`config.mk`:
```
export PLATFORM = sky130hd
export DESIGN_NAME = mgmt_bus_slave
export DESIGN_NICKNAME = d
export VERILOG_FILES = /design/src/rtl/mgs_pkg.sv /design/src/rtl/mgs_sync.sv /design/src/rtl/mgs_regfile.sv /design/src/rtl/mgs_frame.sv /design/src/rtl/mgmt_bus_slave.sv
export SDC_FILE = /design/constraint.sdc
export NUM_CORES = 1
export LEC_CHECK = 0
export CAP_MARGIN = 20
export CORE_ASPECT_RATIO = 0.7
export CORE_MARGIN = 1.5
export CORE_UTILIZATION = 50
export CTS_BUF_LIST = sky130_fd_sc_hd__clkbuf_8
export CTS_CLUSTER_DIAMETER = 40
export CTS_CLUSTER_SIZE = 16
export DETAILED_ROUTE_END_ITERATION = 8
export PLACE_DENSITY = 0.66
export SLEW_MARGIN = 20
export SYNTH_ARGS = -nofsm -noshare
export SYNTH_HDL_FRONTEND = slang
export SYNTH_SLANG_ARGS = --single-unit
export TNS_END_PERCENT = 5
```
`constraint.sdc`:
```
create_clock -name clk_i -period 5.05 [get_ports clk_i]
set_input_delay 0.7575 -clock clk_i [delete_from_list [all_inputs] [get_ports clk_i]]
set_output_delay 0.7575 -clock clk_i [all_outputs]
set_load 0.01 [all_outputs]
```
`src/rtl/mgs_pkg.sv`:
```
package mgs_pkg;
  typedef enum logic [2:0] {ST_IDLE, ST_OPC, ST_DEV, ST_IDX, ST_TA, ST_DAT} fsm_e;
  localparam logic [1:0]  OP_WR      = 2'b01;
  localparam logic [1:0]  OP_RD      = 2'b10;
  localparam logic [31:0] START_WORD = 32'hFFFF_FFFD;
  localparam int OPC_W = 2;
  localparam int DEV_W = 5;
  localparam int IDX_W = 5;
  localparam int TA_W  = 2;
  localparam int DAT_W = 16;
  localparam int CNT_W = $clog2(DAT_W + 1);
endpackage

```
`src/rtl/mgs_sync.sv`:
```
module mgs_sync (
  input  logic clk_i,
  input  logic rst_ni,
  input  logic mclk_i,
  input  logic mdat_i,
  output logic rise_o,
  output logic fall_o,
  output logic dat_o
);
  logic [1:0] clk_ff, dat_ff;
  logic       clk_q;

  always_ff @(posedge clk_i or negedge rst_ni) begin
    if (!rst_ni) begin
      clk_ff <= '0;
      dat_ff <= '0;
      clk_q  <= 1'b0;
    end else begin
      clk_ff <= {clk_ff[0], mclk_i};
      dat_ff <= {dat_ff[0], mdat_i};
      clk_q  <= clk_ff[1];
    end
  end

  assign rise_o = clk_ff[1] & ~clk_q;
  assign fall_o = ~clk_ff[1] & clk_q;
  assign dat_o  = dat_ff[1];
endmodule

```
`src/rtl/mgs_regfile.sv`:
```
module mgs_regfile #(
  parameter int NUM_REGS = 8,
  parameter logic [NUM_REGS*16-1:0] RST_VALS = '0,
  parameter logic [NUM_REGS*16-1:0] RO_MASKS = '0
) (
  input  logic        clk_i,
  input  logic        rst_ni,
  input  logic [4:0]  idx_i,
  input  logic        wr_en_i,
  input  logic [15:0] wr_data_i,
  output logic [15:0] rd_data_o
);
  localparam int AW = (NUM_REGS > 1) ? $clog2(NUM_REGS) : 1;

  logic [15:0] q [NUM_REGS];
  logic        in_range;

  assign in_range  = int'(idx_i) < NUM_REGS;
  assign rd_data_o = in_range ? q[idx_i[AW-1:0]] : 16'h0000;

  for (genvar i = 0; i < NUM_REGS; i++) begin : g_reg
    localparam logic [15:0] RO = RO_MASKS[i*16 +: 16];
    always_ff @(posedge clk_i or negedge rst_ni) begin
      if (!rst_ni)
        q[i] <= RST_VALS[i*16 +: 16];
      else if (wr_en_i && int'(idx_i) == i)
        q[i] <= (q[i] & RO) | (wr_data_i & ~RO);
    end

    AST_RO_BITS_HOLD: assert property (@(posedge clk_i) disable iff (!rst_ni)
      1'b1 |=> ((q[i] & RO) == ($past(q[i]) & RO)));
  end
endmodule

```
`src/rtl/mgs_frame.sv`:
```
module mgs_frame
  import mgs_pkg::*;
(
  input  logic        clk_i,
  input  logic        rst_ni,
  input  logic        rise_i,
  input  logic        fall_i,
  input  logic        dat_i,
  input  logic [4:0]  dev_addr_i,
  input  logic [15:0] rd_data_i,
  output logic [4:0]  idx_o,
  output logic        wr_en_o,
  output logic [15:0] wr_data_o,
  output logic        dout_o,
  output logic        oe_o
);
  fsm_e             state;
  logic [31:0]      sh, sh_nx;
  logic [CNT_W-1:0] cnt, cnt_nx, target;
  logic [1:0]       opc_q;
  logic [4:0]       dev_q, idx_q;
  logic             hit, start_hit, field_done;
  fsm_e             state_nx;

  always_comb begin
    sh_nx  = {sh[30:0], dat_i};
    cnt_nx = cnt + 1'b1;
    unique case (state)
      ST_OPC:  begin target = CNT_W'(OPC_W); state_nx = ST_DEV;  end
      ST_DEV:  begin target = CNT_W'(DEV_W); state_nx = ST_IDX;  end
      ST_IDX:  begin target = CNT_W'(IDX_W); state_nx = ST_TA;   end
      ST_TA:   begin target = CNT_W'(TA_W);  state_nx = ST_DAT;  end
      ST_DAT:  begin target = CNT_W'(DAT_W); state_nx = ST_IDLE; end
      default: begin target = '0;            state_nx = ST_OPC;  end
    endcase
  end

  assign hit        = (dev_q == dev_addr_i);
  assign start_hit  = rise_i && (state == ST_IDLE) && (sh_nx == START_WORD);
  assign field_done = rise_i && (state != ST_IDLE) && (cnt_nx == target);

  assign wr_en_o   = field_done && (state == ST_DAT) && (opc_q == OP_WR) && hit;
  assign wr_data_o = sh_nx[15:0];
  assign idx_o     = idx_q;

  always_ff @(posedge clk_i or negedge rst_ni) begin
    if (!rst_ni) begin
      state  <= ST_IDLE;
      sh     <= '0;
      cnt    <= '0;
      opc_q  <= '0;
      dev_q  <= '0;
      idx_q  <= '0;
      dout_o <= 1'b0;
      oe_o   <= 1'b0;
    end else if (rise_i) begin
      if (start_hit || field_done) begin
        state <= state_nx;
        sh    <= '0;
        cnt   <= '0;
        unique case (state)
          ST_OPC: opc_q <= sh_nx[1:0];
          ST_DEV: dev_q <= sh_nx[4:0];
          ST_IDX: idx_q <= sh_nx[4:0];
          ST_TA: if (opc_q == OP_RD && hit) begin
            sh   <= {16'h0000, rd_data_i};
            oe_o <= 1'b1;
          end
          ST_DAT: oe_o <= 1'b0;
          default: ;
        endcase
      end else begin
        sh  <= sh_nx;
        cnt <= (state == ST_IDLE) ? '0 : cnt_nx;
      end
    end else if (fall_i && state == ST_DAT && oe_o) begin
      dout_o <= sh[15];
    end
  end

  AST_OE_IN_DATA: assert property (@(posedge clk_i) disable iff (!rst_ni)
    oe_o |-> state == ST_DAT);
  AST_OE_READ_HIT: assert property (@(posedge clk_i) disable iff (!rst_ni)
    oe_o |-> (opc_q == OP_RD && dev_q == dev_addr_i));
  AST_OE_DROP_IDLE: assert property (@(posedge clk_i) disable iff (!rst_ni)
    $fell(oe_o) |-> state == ST_IDLE);
  AST_CNT_BOUND: assert property (@(posedge clk_i) disable iff (!rst_ni)
    cnt < CNT_W'(DAT_W));
  AST_DEV_THEN_IDX: assert property (@(posedge clk_i) disable iff (!rst_ni)
    state == ST_DEV |=> (state == ST_DEV || state == ST_IDX));
  AST_WR_LAST_BIT: assert property (@(posedge clk_i) disable iff (!rst_ni)
    wr_en_o |-> (state == ST_DAT && cnt == CNT_W'(DAT_W - 1)));
endmodule

```
`src/rtl/mgmt_bus_slave.sv`:
```
module mgmt_bus_slave #(
  parameter int NUM_REGS = 8,
  parameter logic [NUM_REGS*16-1:0] RST_VALS =
    {16'h0000, 16'h0000, 16'h0000, 16'h01E1, 16'h0000, 16'h0000, 16'h7809, 16'h0000},
  parameter logic [NUM_REGS*16-1:0] RO_MASKS =
    {16'h0000, 16'h0000, 16'h0000, 16'h001F, 16'h0000, 16'h0000, 16'hFFFF, 16'h0000}
) (
  input  logic       clk_i,
  input  logic       rst_ni,
  input  logic       mclk_i,
  input  logic       mdat_i,
  input  logic [4:0] phy_addr_i,
  output logic       mdat_o,
  output logic       mdat_oe_o
);
  logic        rise, fall, dat;
  logic [4:0]  idx;
  logic        wr_en;
  logic [15:0] wr_data, rd_data;

  mgs_sync u_sync (
    .clk_i, .rst_ni, .mclk_i, .mdat_i,
    .rise_o(rise), .fall_o(fall), .dat_o(dat)
  );

  mgs_frame u_frame (
    .clk_i, .rst_ni,
    .rise_i(rise), .fall_i(fall), .dat_i(dat),
    .dev_addr_i(phy_addr_i), .rd_data_i(rd_data),
    .idx_o(idx), .wr_en_o(wr_en), .wr_data_o(wr_data),
    .dout_o(mdat_o), .oe_o(mdat_oe_o)
  );

  mgs_regfile #(
    .NUM_REGS(NUM_REGS), .RST_VALS(RST_VALS), .RO_MASKS(RO_MASKS)
  ) u_regs (
    .clk_i, .rst_ni,
    .idx_i(idx), .wr_en_i(wr_en), .wr_data_i(wr_data), .rd_data_o(rd_data)
  );
endmodule

```
==> flow_summary.json, run 1 <==
{
  "status": "completed",
  "setup_viol": 0,
  "yosys_warnings": 0,
  "cts_buffers": 17,
  "clk_path_buf_depth": 2,
  "ctsResizeCount": 0,
  "startpoint_type": "input pin",
  "switching_share_pct": 26.4,
  "net-switching-power_mw": 0.680,
  "cts.htree.levels": 4,
  "layout-drive-gt1-share_pct": 33.2,
  "synth_edf_count": 0,
  "avgSynthCellArea_um2": 13.1,
  "power.internal_mw": 1.89,
  "final_antenna_net_count": 0,
  "seq_area_frac_synth_pct": 54.5,
  "pre_cts_slack_ns": 1.19,
  "wire_per_inst_um": 20.8,
  "path_max_fanout": 16,
  "clkPwrFrac_pct": 38.4,
  "irDropWorstVdd_mv": 0.178,
  "ctsHoldBuffers": 0,
  "die_w_um": 150,
  "antenna_found_initial": 0,
  "vias_per_cell": 6.01,
  "gp_congestion": 0.741,
  "mostFrequentLayoutCells": "160 x dfrtp_1, 114 x mux2_2, 34 x o21ai_0, 25 x mux2i_1, 19 x nand2_1",
  "final_hold_viol_count": 0,
  "finalNetCount": 576,
  "dieArea_mm2": 0.0159,
  "worst-setup-path-type": "input pin to register",
  "grt_pass1_wl_um": 26300,
  "drc": 0,
  "finalSetupTns_ns": 0,
  "cts_tree": "yes",
  "via_count": 4655,
  "worst_pin_slew_ns": 1.02,
  "drv_cap": 0,
  "area_growth_syn_to_layout_pct": 8.05,
  "hold_path_class": "register to register",
  "layout_commonest_cell": "dfrtp_1",
  "drt_pass1_iterations": 4,
  "r2r_end": "u_regs.q[42]",
  "clkTransAtPathRegs_ns": 0.08,
  "num_rows": 37,
  "drtIter0Drc": 309,
  "worst_ep_arrival_time_ns": 3.74,
  "async_flop_share_pct": 100,
  "clockRootBuffer": "clkbuf_8",
  "stdcell_area_mm2": 0.00820,
  "syn_area_mm2": 0.00758,
  "slew_viol_final": 0,
  "clock_skew_ns": 0.0210,
  "clkSinkCount": 165,
  "p_comb_share_pct": 4.2,
  "grt_pass1_vias": 4753,
  "worst_hold_slack_ns": 0.354,
  "worstHoldStart": "u_sync.dat_ff[0]",
  "post-cts-setup-buffer-count": 0,
  "grt_overflow": 0,
  "synth_nets": 591,
  "rr_worst_depth": 6,
  "synth-seq-cells": 165,
  "grt_max_degree": 90,
  "ios": 11,
  "place_area_mm2": 0.00778,
  "timing.rr.start": "u_frame.cnt[0]",
  "finalCriticalPeriod_ns": 3.41,
  "synth_flop_cell": "dfrtp_1",
  "p_per_area_mw_per_mm2": 314,
  "clkLatencyLatePin_ns": 0.46,
  "hold_path_depth": 0,
  "nFillCells": 1211,
  "ys_types": 52,
  "numPortBuffers": 10,
  "end_kind": "register",
  "min_to": "u_sync.dat_ff[1]",
  "relSlewSlack_pct": 31.8,
  "insertedDiodeCount": 0,
  "fin_ws_ns": 1.64,
  "leakage_nw": 3.74,
  "critical_path_required_ns": 5.38,
  "grt_usage_pct": 21.8,
  "rsz0062_at_grt": "no",
  "synthCells": 581,
  "hpwl_um": 9990,
  "drt_wl_total_um": 16100,
  "fmax_ghz": 0.294,
  "dieHeight_um": 106,
  "start_util_pct": 51.4,
  "core_mm2": 0.0148,
  "r2r_setup_slack_ns": 1.68,
  "min_period_over_period_pct": 67.4,
  "seq_power_share_pct": 57.4
}
==> power groups by stage <==
stage | registers [mW] | logic (mW) | clock network [mW]
after global routing | 1.49 | 0.122 | 1.07
final | 1.48 | 0.107 | 0.989
after global placement | 1.49 | 0.105 | 0
after CTS | 1.48 | 0.110 | 1.00
after floorplan | 1.42 | 0.113 | 0
after detailed placement | 1.50 | 0.110 | 0
==> per-layer routing <==
metal	vias up	part of all wire, %	routed length, um	GRT usage [%]
met5	-	0	0	0
met4	0	0.90	146	5.95
met2	92	46	7380	32.5
li1	2110	-	-	-
met1	2438	49	7840	32.6
met3	15	4.8	769	4.08
==> stage by stage <==
step / utilization (%) / power (mW) / instances
global route: 55.5 / 2.68 / 774
detailed placement: 52.7 / 1.61 / 742
CTS: 55.5 / 2.59 / 774
finish: 55.5 / 2.57 / 774
floorplan: - / 1.54 / 581
global placement: 52.7 / 1.60 / 742
==> cells in the mapped netlist (6+ instances only) <==
master / instances / area (um2)
a21oi_1: 17 / 85.1
a22o_1: 15 / 131
a22oi_1: 16 / 120
buf_1: 9 / 33.8
buf_2: 8 / 40.0
clkbuf_1: 33 / 124
dfrtp_1: 161 / 4030
mux2_2: 114 / 1280
mux2_4: 10 / 150
mux2i_1: 25 / 250
mux4_2: 11 / 248
nand2_1: 19 / 71.3
nand3_1: 8 / 40.0
nand4_1: 11 / 68.8
nor2_1: 14 / 52.6
o21ai_0: 34 / 170
o22ai_1: 6 / 37.5
==> final cells by class <==
type	instances	area [um2]	area share [%]
flip-flops and latches	165	4140	50.5
multi-input cells	360	3220	39.3
clock buffers	18	248	3.02
well taps	195	244	2.98
repair buffers	20	176	2.15
clock inverters	14	163	1.98
inverters	2	7.51	0.0916
==> registers in the layout (all words and copies together) (netlist names), 3 cells and up <==
| signal | cells |
|---|---|
| u_frame.state | 3 |
| u_frame.sh | 31 |
| u_frame.cnt | 5 |
| u_frame.dev_q | 5 |
| u_frame.idx_o | 5 |
| u_regs.q | 107 |
==> worst max path at each step <==
stage               cells past startpoint           start      endpoint  slack [ns]
finish                                  7   phy_addr_i[2]  u_regs.q[42]        1.64
floorplan                               7   phy_addr_i[2]  u_regs.q[10]        2.08
detailed placement                      7   phy_addr_i[2]  u_regs.q[41]        1.19
CTS                                     7   phy_addr_i[2]  u_regs.q[38]        1.68
global placement                        7   phy_addr_i[2]  u_regs.q[36]        1.22
global route                            6  u_frame.cnt[0]  u_regs.q[38]        1.52
==> cell families (layout without fill, tap and decap cells) <==
family                     Yosys count  in the layout  synth area share [%]
DFF                                165            165                  54.5
xor gates and xnor gates            10             10                  1.15
adders and majority gates            1              1                 0.165
AOI/OAI and AO/OA                  100            100                  8.41
and+or+nand+nor                     87             87                  6.63
muxes                              162            162                  25.8
buffers and inverters               56             54                  3.37
==> worst max-delay path, stage by stage <==
cell	delay, ns
clkdlybuf4s50_1	0.42
xor2_1	0.18
nor3_2	0.18
nand3_1	0.17
nor4_1	0.61
and4_1	0.99
mux2_2	0.42
Note: power is estimated with default switching activity, not from simulation.
==> run 2: changes to the inputs <==
--- a/config.mk
+++ b/config.mk
@@ -13,7 +13,7 @@
 export CTS_CLUSTER_DIAMETER = 40
 export CTS_CLUSTER_SIZE = 16
 export DETAILED_ROUTE_END_ITERATION = 8
-export PLACE_DENSITY = 0.66
+export PLACE_DENSITY = 0.68
 export SLEW_MARGIN = 20
 export SYNTH_ARGS = -nofsm -noshare
 export SYNTH_HDL_FRONTEND = slang
==> constraint.sdc (replaced) <==
create_clock -name clk_i -period 3.1 [get_ports clk_i]
set_input_delay 0.465 -clock clk_i [delete_from_list [all_inputs] [get_ports clk_i]]
set_output_delay 0.465 -clock clk_i [all_outputs]
set_load 0.01 [all_outputs]
==> run 2 against run 1 <==
Hold slack got worse by 0.0043 ns; count of clock-buffer cells in the layout fell by 1; routed wire length up 0.39%; first-iteration DRC count is 18% higher; clock skew fell by 0.0038 ns; sequential share of layout area is 0.92 points lower; clock power is 44% higher; critical path depth is 1 lower; non-clock buffer count up 24; cell count is 3.1% higher; sequential power is 61% higher.
==> flow_summary.json, run 2 (synthesis gave the netlist of run 1 again) <==
{
  "p_per_area_mw_per_mm2": 483,
  "ios": 11,
  "min_period_over_period_pct": 91.7,
  "grt_max_degree": 68,
  "antenna_found_initial": 0,
  "drc": 0,
  "worst-setup-path-type": "register to register",
  "drtIter0Drc": 365,
  "layout_commonest_cell": "dfrtp_1",
  "relSlewSlack_pct": 54.3,
  "irDropWorstVdd_mv": 0.274,
  "die_w_um": 150,
  "largest-register": "u_regs.q",
  "drv_cap": 0,
  "grt_overflow": 0,
  "grt_usage_pct": 22.1,
  "critical_path_required_ns": 3.44,
  "worst_hold_slack_ns": 0.350,
  "area_growth_syn_to_layout_pct": 10.1,
  "vias_per_cell": 6.02,
  "cts_buffers": 17,
  "rsz0062_at_grt": "no",
  "hpwl_um": 10500,
  "post-cts-setup-buffer-count": 0,
  "layout-drive-gt1-share_pct": 35.7,
  "nFillCells": 1190,
  "gp_congestion": 0.813,
  "dieHeight_um": 106,
  "dieArea_mm2": 0.0159,
  "drt_wl_total_um": 16200,
  "grt_pass1_wl_um": 26600,
  "r2r_setup_slack_ns": 0.26,
  "via_count": 4803,
  "num_rows": 37,
  "register_area_mm2": 0.00414,
  "slew_viol_final": 0,
  "cts.htree.levels": 4,
  "end_kind": "register",
  "hold_path_depth": 0,
  "insertedDiodeCount": 0,
  "rr_worst_depth": 6,
  "largest_reg_flops": 107,
  "clkTransAtPathRegs_ns": 0.10,
  "startpoint_type": "register",
  "hold_path_class": "register to register",
  "worstHoldStart": "u_sync.clk_ff[0]",
  "mostFrequentLayoutCells": "160 x dfrtp_1, 114 x mux2_2, 34 x o21ai_0, 31 x buf_4, 25 x mux2i_1",
  "drt_pass1_iterations": 5,
  "leakage_nw": 3.83,
  "top_regs": "u_regs.q: 107 flops, u_frame.sh: 31 flops",
  "final_hold_viol_count": 0,
  "cts_tree": "yes",
  "timing.rr.start": "u_frame.cnt[1]",
  "clkSinkCount": 165,
  "worst_pin_slew_ns": 0.686,
  "path_max_fanout": 16,
  "core_mm2": 0.0148,
  "clockRootBuffer": "clkbuf_8",
  "finalNetCount": 600,
  "clkLatencyLatePin_ns": 0.46,
  "numPortBuffers": 10,
  "finalCriticalPeriod_ns": 2.84,
  "fmax_ghz": 0.352,
  "r2r_end": "u_regs.q[31]",
  "final_antenna_net_count": 0,
  "start_util_pct": 51.4,
  "worst_ep_arrival_time_ns": 3.18,
  "status": "completed",
  "clock_skew_ns": 0.0172,
  "grt_pass1_vias": 4951,
  "clk_path_buf_depth": 2,
  "multi_input_area_mm2": 0.00322,
  "finalSetupTns_ns": 0,
  "setup_viol": 0,
  "wire_per_inst_um": 20.3,
  "min_to": "u_sync.clk_ff[1]"
}
run 2: cell count changes in the layout (fill, tap and decap cells not counted):
cell           before  now
dlygate4sd3_1       0    1
buf_12              0    2
inv_8               2    1
buf_4              10   31
clkbuf_8           18   17
bufinv_16           2    0
clkinvlp_4          0    4
run 2: where the power goes:
group | leakage (nW) | internal [mW] | switching [mW]
Clock | 0.172 | 0.571 | 0.854
Combinational | 1.40 | 0.101 | 0.123
Sequential | 2.26 | 2.24 | 0.142
run 2: worst max path at each step:
stage / startpoint / end / slack, ns
4_1_cts: u_frame.cnt[1] / u_regs.q[31] / 0.28
3_5_place_dp: phy_addr_i[2] / u_regs.q[23] / 0.02
6_report: u_frame.cnt[1] / u_regs.q[31] / 0.26
5_1_grt: u_frame.cnt[1] / u_frame.opc_q[0] / 0.13
2_1_floorplan: u_frame.cnt[1] / u_regs.q[10] / 0.42
3_3_place_gp: phy_addr_i[2] / u_regs.q[23] / 0.03
run 2: critical path, cell delays in order (launching register included):
cell and delay (ns):
dfrtp_1 0.43, ha_1 0.26, nand3_1 0.15, xor2_1 0.27, or4_4 0.57, or4_4 0.68
mux2_4 0.35
run 2: layer usage:
layer  global-route usage [%]  wire length, um
met1                     32.9             8020
met2                     32.5             7420
met3                     4.98              595
met4                     6.02              158
met5                        0                0
run 2: final cells by class:
type | count | share of cell area, %
inverter | 2 | 0.0899
clock inverter | 15 | 1.45
timing repair buffer | 44 | 4.60
sequential | 165 | 49.5
clock buffer | 17 | 2.80
multi-input combinational | 360 | 38.6
tap | 195 | 2.92
run 2: repair_timing:
item                      CTS  global route
resized for setup           0             0
hold endpoints to repair    5             0
hold buffers                1             0
run 2: stage by stage:
step / utilization, % / power, mW / setup slack, ns / instances / cell area (um2)
after floorplan: - / 2.50 / 0.423 / 581 / 7580
after global placement: 54.1 / 2.63 / 0.0300 / 765 / 7980
after detailed placement: 54.1 / 2.64 / 0.0200 / 765 / 7980
after CTS: 56.5 / 4.06 / 0.277 / 798 / 8350
after global routing: 56.5 / 4.20 / 0.131 / 798 / 8350
final: 56.5 / 4.03 / 0.258 / 798 / 8350
==> run 3: changes to the inputs <==
--- a/config.mk
+++ b/config.mk
@@ -6,7 +6,7 @@
 export NUM_CORES = 1
 export LEC_CHECK = 0
 export CAP_MARGIN = 20
-export CORE_ASPECT_RATIO = 0.7
+export CORE_ASPECT_RATIO = 0.6
 export CORE_MARGIN = 1.5
 export CORE_UTILIZATION = 50
 export CTS_BUF_LIST = sky130_fd_sc_hd__clkbuf_8
@@ -14,6 +14,7 @@
 export CTS_CLUSTER_SIZE = 16
 export DETAILED_ROUTE_END_ITERATION = 8
 export PLACE_DENSITY = 0.68
+export SETUP_SLACK_MARGIN = 0.2
 export SLEW_MARGIN = 20
 export SYNTH_ARGS = -nofsm -noshare
 export SYNTH_HDL_FRONTEND = slang
==> run 3 against run 2 <==
Via count up 0.75%; register-to-register slack improved by 0.04 ns; largest cell class unchanged; sequential cell count unchanged; clock power hardly changed; clock skew rose by 0.0025 ns.
==> flow_summary.json, run 3 (synthesis gave the netlist of run 1 again) <==
{
  "grt.busiest_layer": "met1",
  "layout-drive-gt1-share_pct": 36.9,
  "nFillCells": 1193,
  "relSlewSlack_pct": 43.2,
  "ios": 11,
  "irDropWorstVdd_mv": 0.301,
  "grt_usage_pct": 22.7,
  "p_per_area_mw_per_mm2": 480,
  "pre_cts_slack_ns": 0.00685,
  "worst_ep_arrival_time_ns": 3.13,
  "largest_reg_flops": 107,
  "clk_path_buf_depth": 2,
  "finalNetCount": 606,
  "die_w_um": 162,
  "fin_util_pct": 57.8,
  "min_period_over_period_pct": 90.2,
  "clkTransAtPathRegs_ns": 0.10,
  "fmax_ghz": 0.357,
  "gp_congestion": 0.794,
  "dieArea_mm2": 0.0159,
  "insertedDiodeCount": 0,
  "antenna_found_initial": 0,
  "path_delay_family": "simple AND/OR/NAND/NOR gates",
  "met2_usage_pct": 33.3,
  "critical_path_required_ns": 3.43,
  "grt_max_degree": 94,
  "clock_skew_ns": 0.0196,
  "worst-setup-path-type": "register to register",
  "grt_overflow": 0,
  "dieHeight_um": 98.4,
  "numPortBuffers": 10,
  "setup_viol": 0,
  "vias_per_cell": 6.00,
  "largest-register": "u_regs.q",
  "dp.cells": 774,
  "finalCriticalPeriod_ns": 2.80,
  "layout_commonest_cell": "dfrtp_1",
  "gr-usage-met3_pct": 4.25,
  "drc": 0,
  "final_hold_viol_count": 0,
  "leakage_nw": 3.87,
  "clkLatencyLatePin_ns": 0.45,
  "core_mm2": 0.0146,
  "instances_no_fill": 807,
  "finalSetupTns_ns": 0,
  "mostFrequentLayoutCells": "159 x dfrtp_1, 114 x mux2_2, 35 x buf_4, 34 x o21ai_0, 25 x mux2i_1",
  "slew_viol_final": 0,
  "end_kind": "register",
  "wire_per_inst_um": 20.8,
  "final_antenna_net_count": 0,
  "area_growth_syn_to_layout_pct": 11.4,
  "path_max_fanout": 16,
  "cts_buffers": 17,
  "rsz0062_at_grt": "yes",
  "top_regs": "u_regs.q: 107 flops, u_frame.sh: 31 flops",
  "hold_path_class": "input pin to async pin",
  "cp_num_buf_inv": 2,
  "start_util_pct": 51.8,
  "drtIter0Drc": 365,
  "grt_pass1_wl_um": 27600,
  "via_count": 4839,
  "grt_pass1_vias": 4899,
  "drv_cap": 0,
  "fin_ws_ns": 0.303,
  "post-cts-setup-buffer-count": 0,
  "met1_usage_pct": 34.8,
  "cpPeakStageDelay_ns": 0.58,
  "num_rows": 34,
  "drt_pass1_iterations": 5,
  "path_cells": "ha_2 > nand3_1 > xor2_2 > or4_4 > buf_4 > nor4_4 > buf_12 > mux2_2",
  "cts.htree.levels": 4,
  "clkSinkCount": 165,
  "cts_tree": "yes",
  "hpwl_um": 11100,
  "worst_hold_slack_ns": 0.0662,
  "worst_pin_slew_ns": 0.852,
  "status": "completed",
  "drt_wl_total_um": 16800,
  "crit_slowest_cell": "or4_4",
  "clockRootBuffer": "clkbuf_8",
  "startpoint_type": "register"
}
-- run 3: changes by cell type in the layout (fill, tap and decap cells not counted), sizes merged --
cell         delta
dlygate4sd3     -1
or4             +1
clkinvlp        -2
inv             +1
clkbuf          +1
buf             +6
-- run 3: final timing paths --
check | from | endpoint | slack [ns] | cells after the start
max | u_frame.cnt[1] | u_regs.q[8] | 0.30 | 8
min | rst_ni | u_frame.sh[25] | 0.07 | 1
max reg2reg | u_frame.cnt[1] | u_regs.q[8] | 0.30 | 8
min reg2reg | u_sync.clk_ff[0] | u_sync.clk_ff[1] | 0.37 | 0
max in group asynchronous | rst_ni | u_regs.q[53] | 2.21 | 2
min in group clk_i | u_sync.clk_ff[0] | u_sync.clk_ff[1] | 0.37 | 0
-- run 3: power by group --
| part | internal [mW] | total [mW] | switching, mW | leakage (nW) |
|---|---|---|---|---|
| registers | 2.24 | 2.38 | 0.140 | 2.25 |
| logic | 0.104 | 0.236 | 0.132 | 1.43 |
| clock network | 0.597 | 1.44 | 0.847 | 0.184 |
| total | 2.94 | 4.06 | 1.12 | 3.87 |
-- run 3: what timing repair did --
action,4_1_cts,5_1_grt
gates resized for setup,0,5
setup endpoints to repair,0,40
hold buffers,0,0
-- run 3: final cells by class --
type,count,area (um2),share of cell area (%)
Timing Repair Buffer,49,444,5.26
Multi-Input combinational cell,361,3250,38.5
Sequential cell,165,4140,48.9
Tap cell,198,248,2.93
Clock buffer,18,248,2.93
Clock inverter,14,118,1.39
Inverter,2,7.51,0.0888
-- run 3: per-layer routing --
metal,up-vias,share of wire [%]
li1,2180,-
met1,2519,50
met2,125,44
met3,15,5.4
met4,0,0.63
met5,-,0
-- run 3: stage by stage --
step	area (um2)	power, mW
detailed placement	8060	2.65
floorplan	7580	2.50
CTS	8420	4.08
finish	8450	4.06
global route	8450	4.22
global placement	8060	2.63
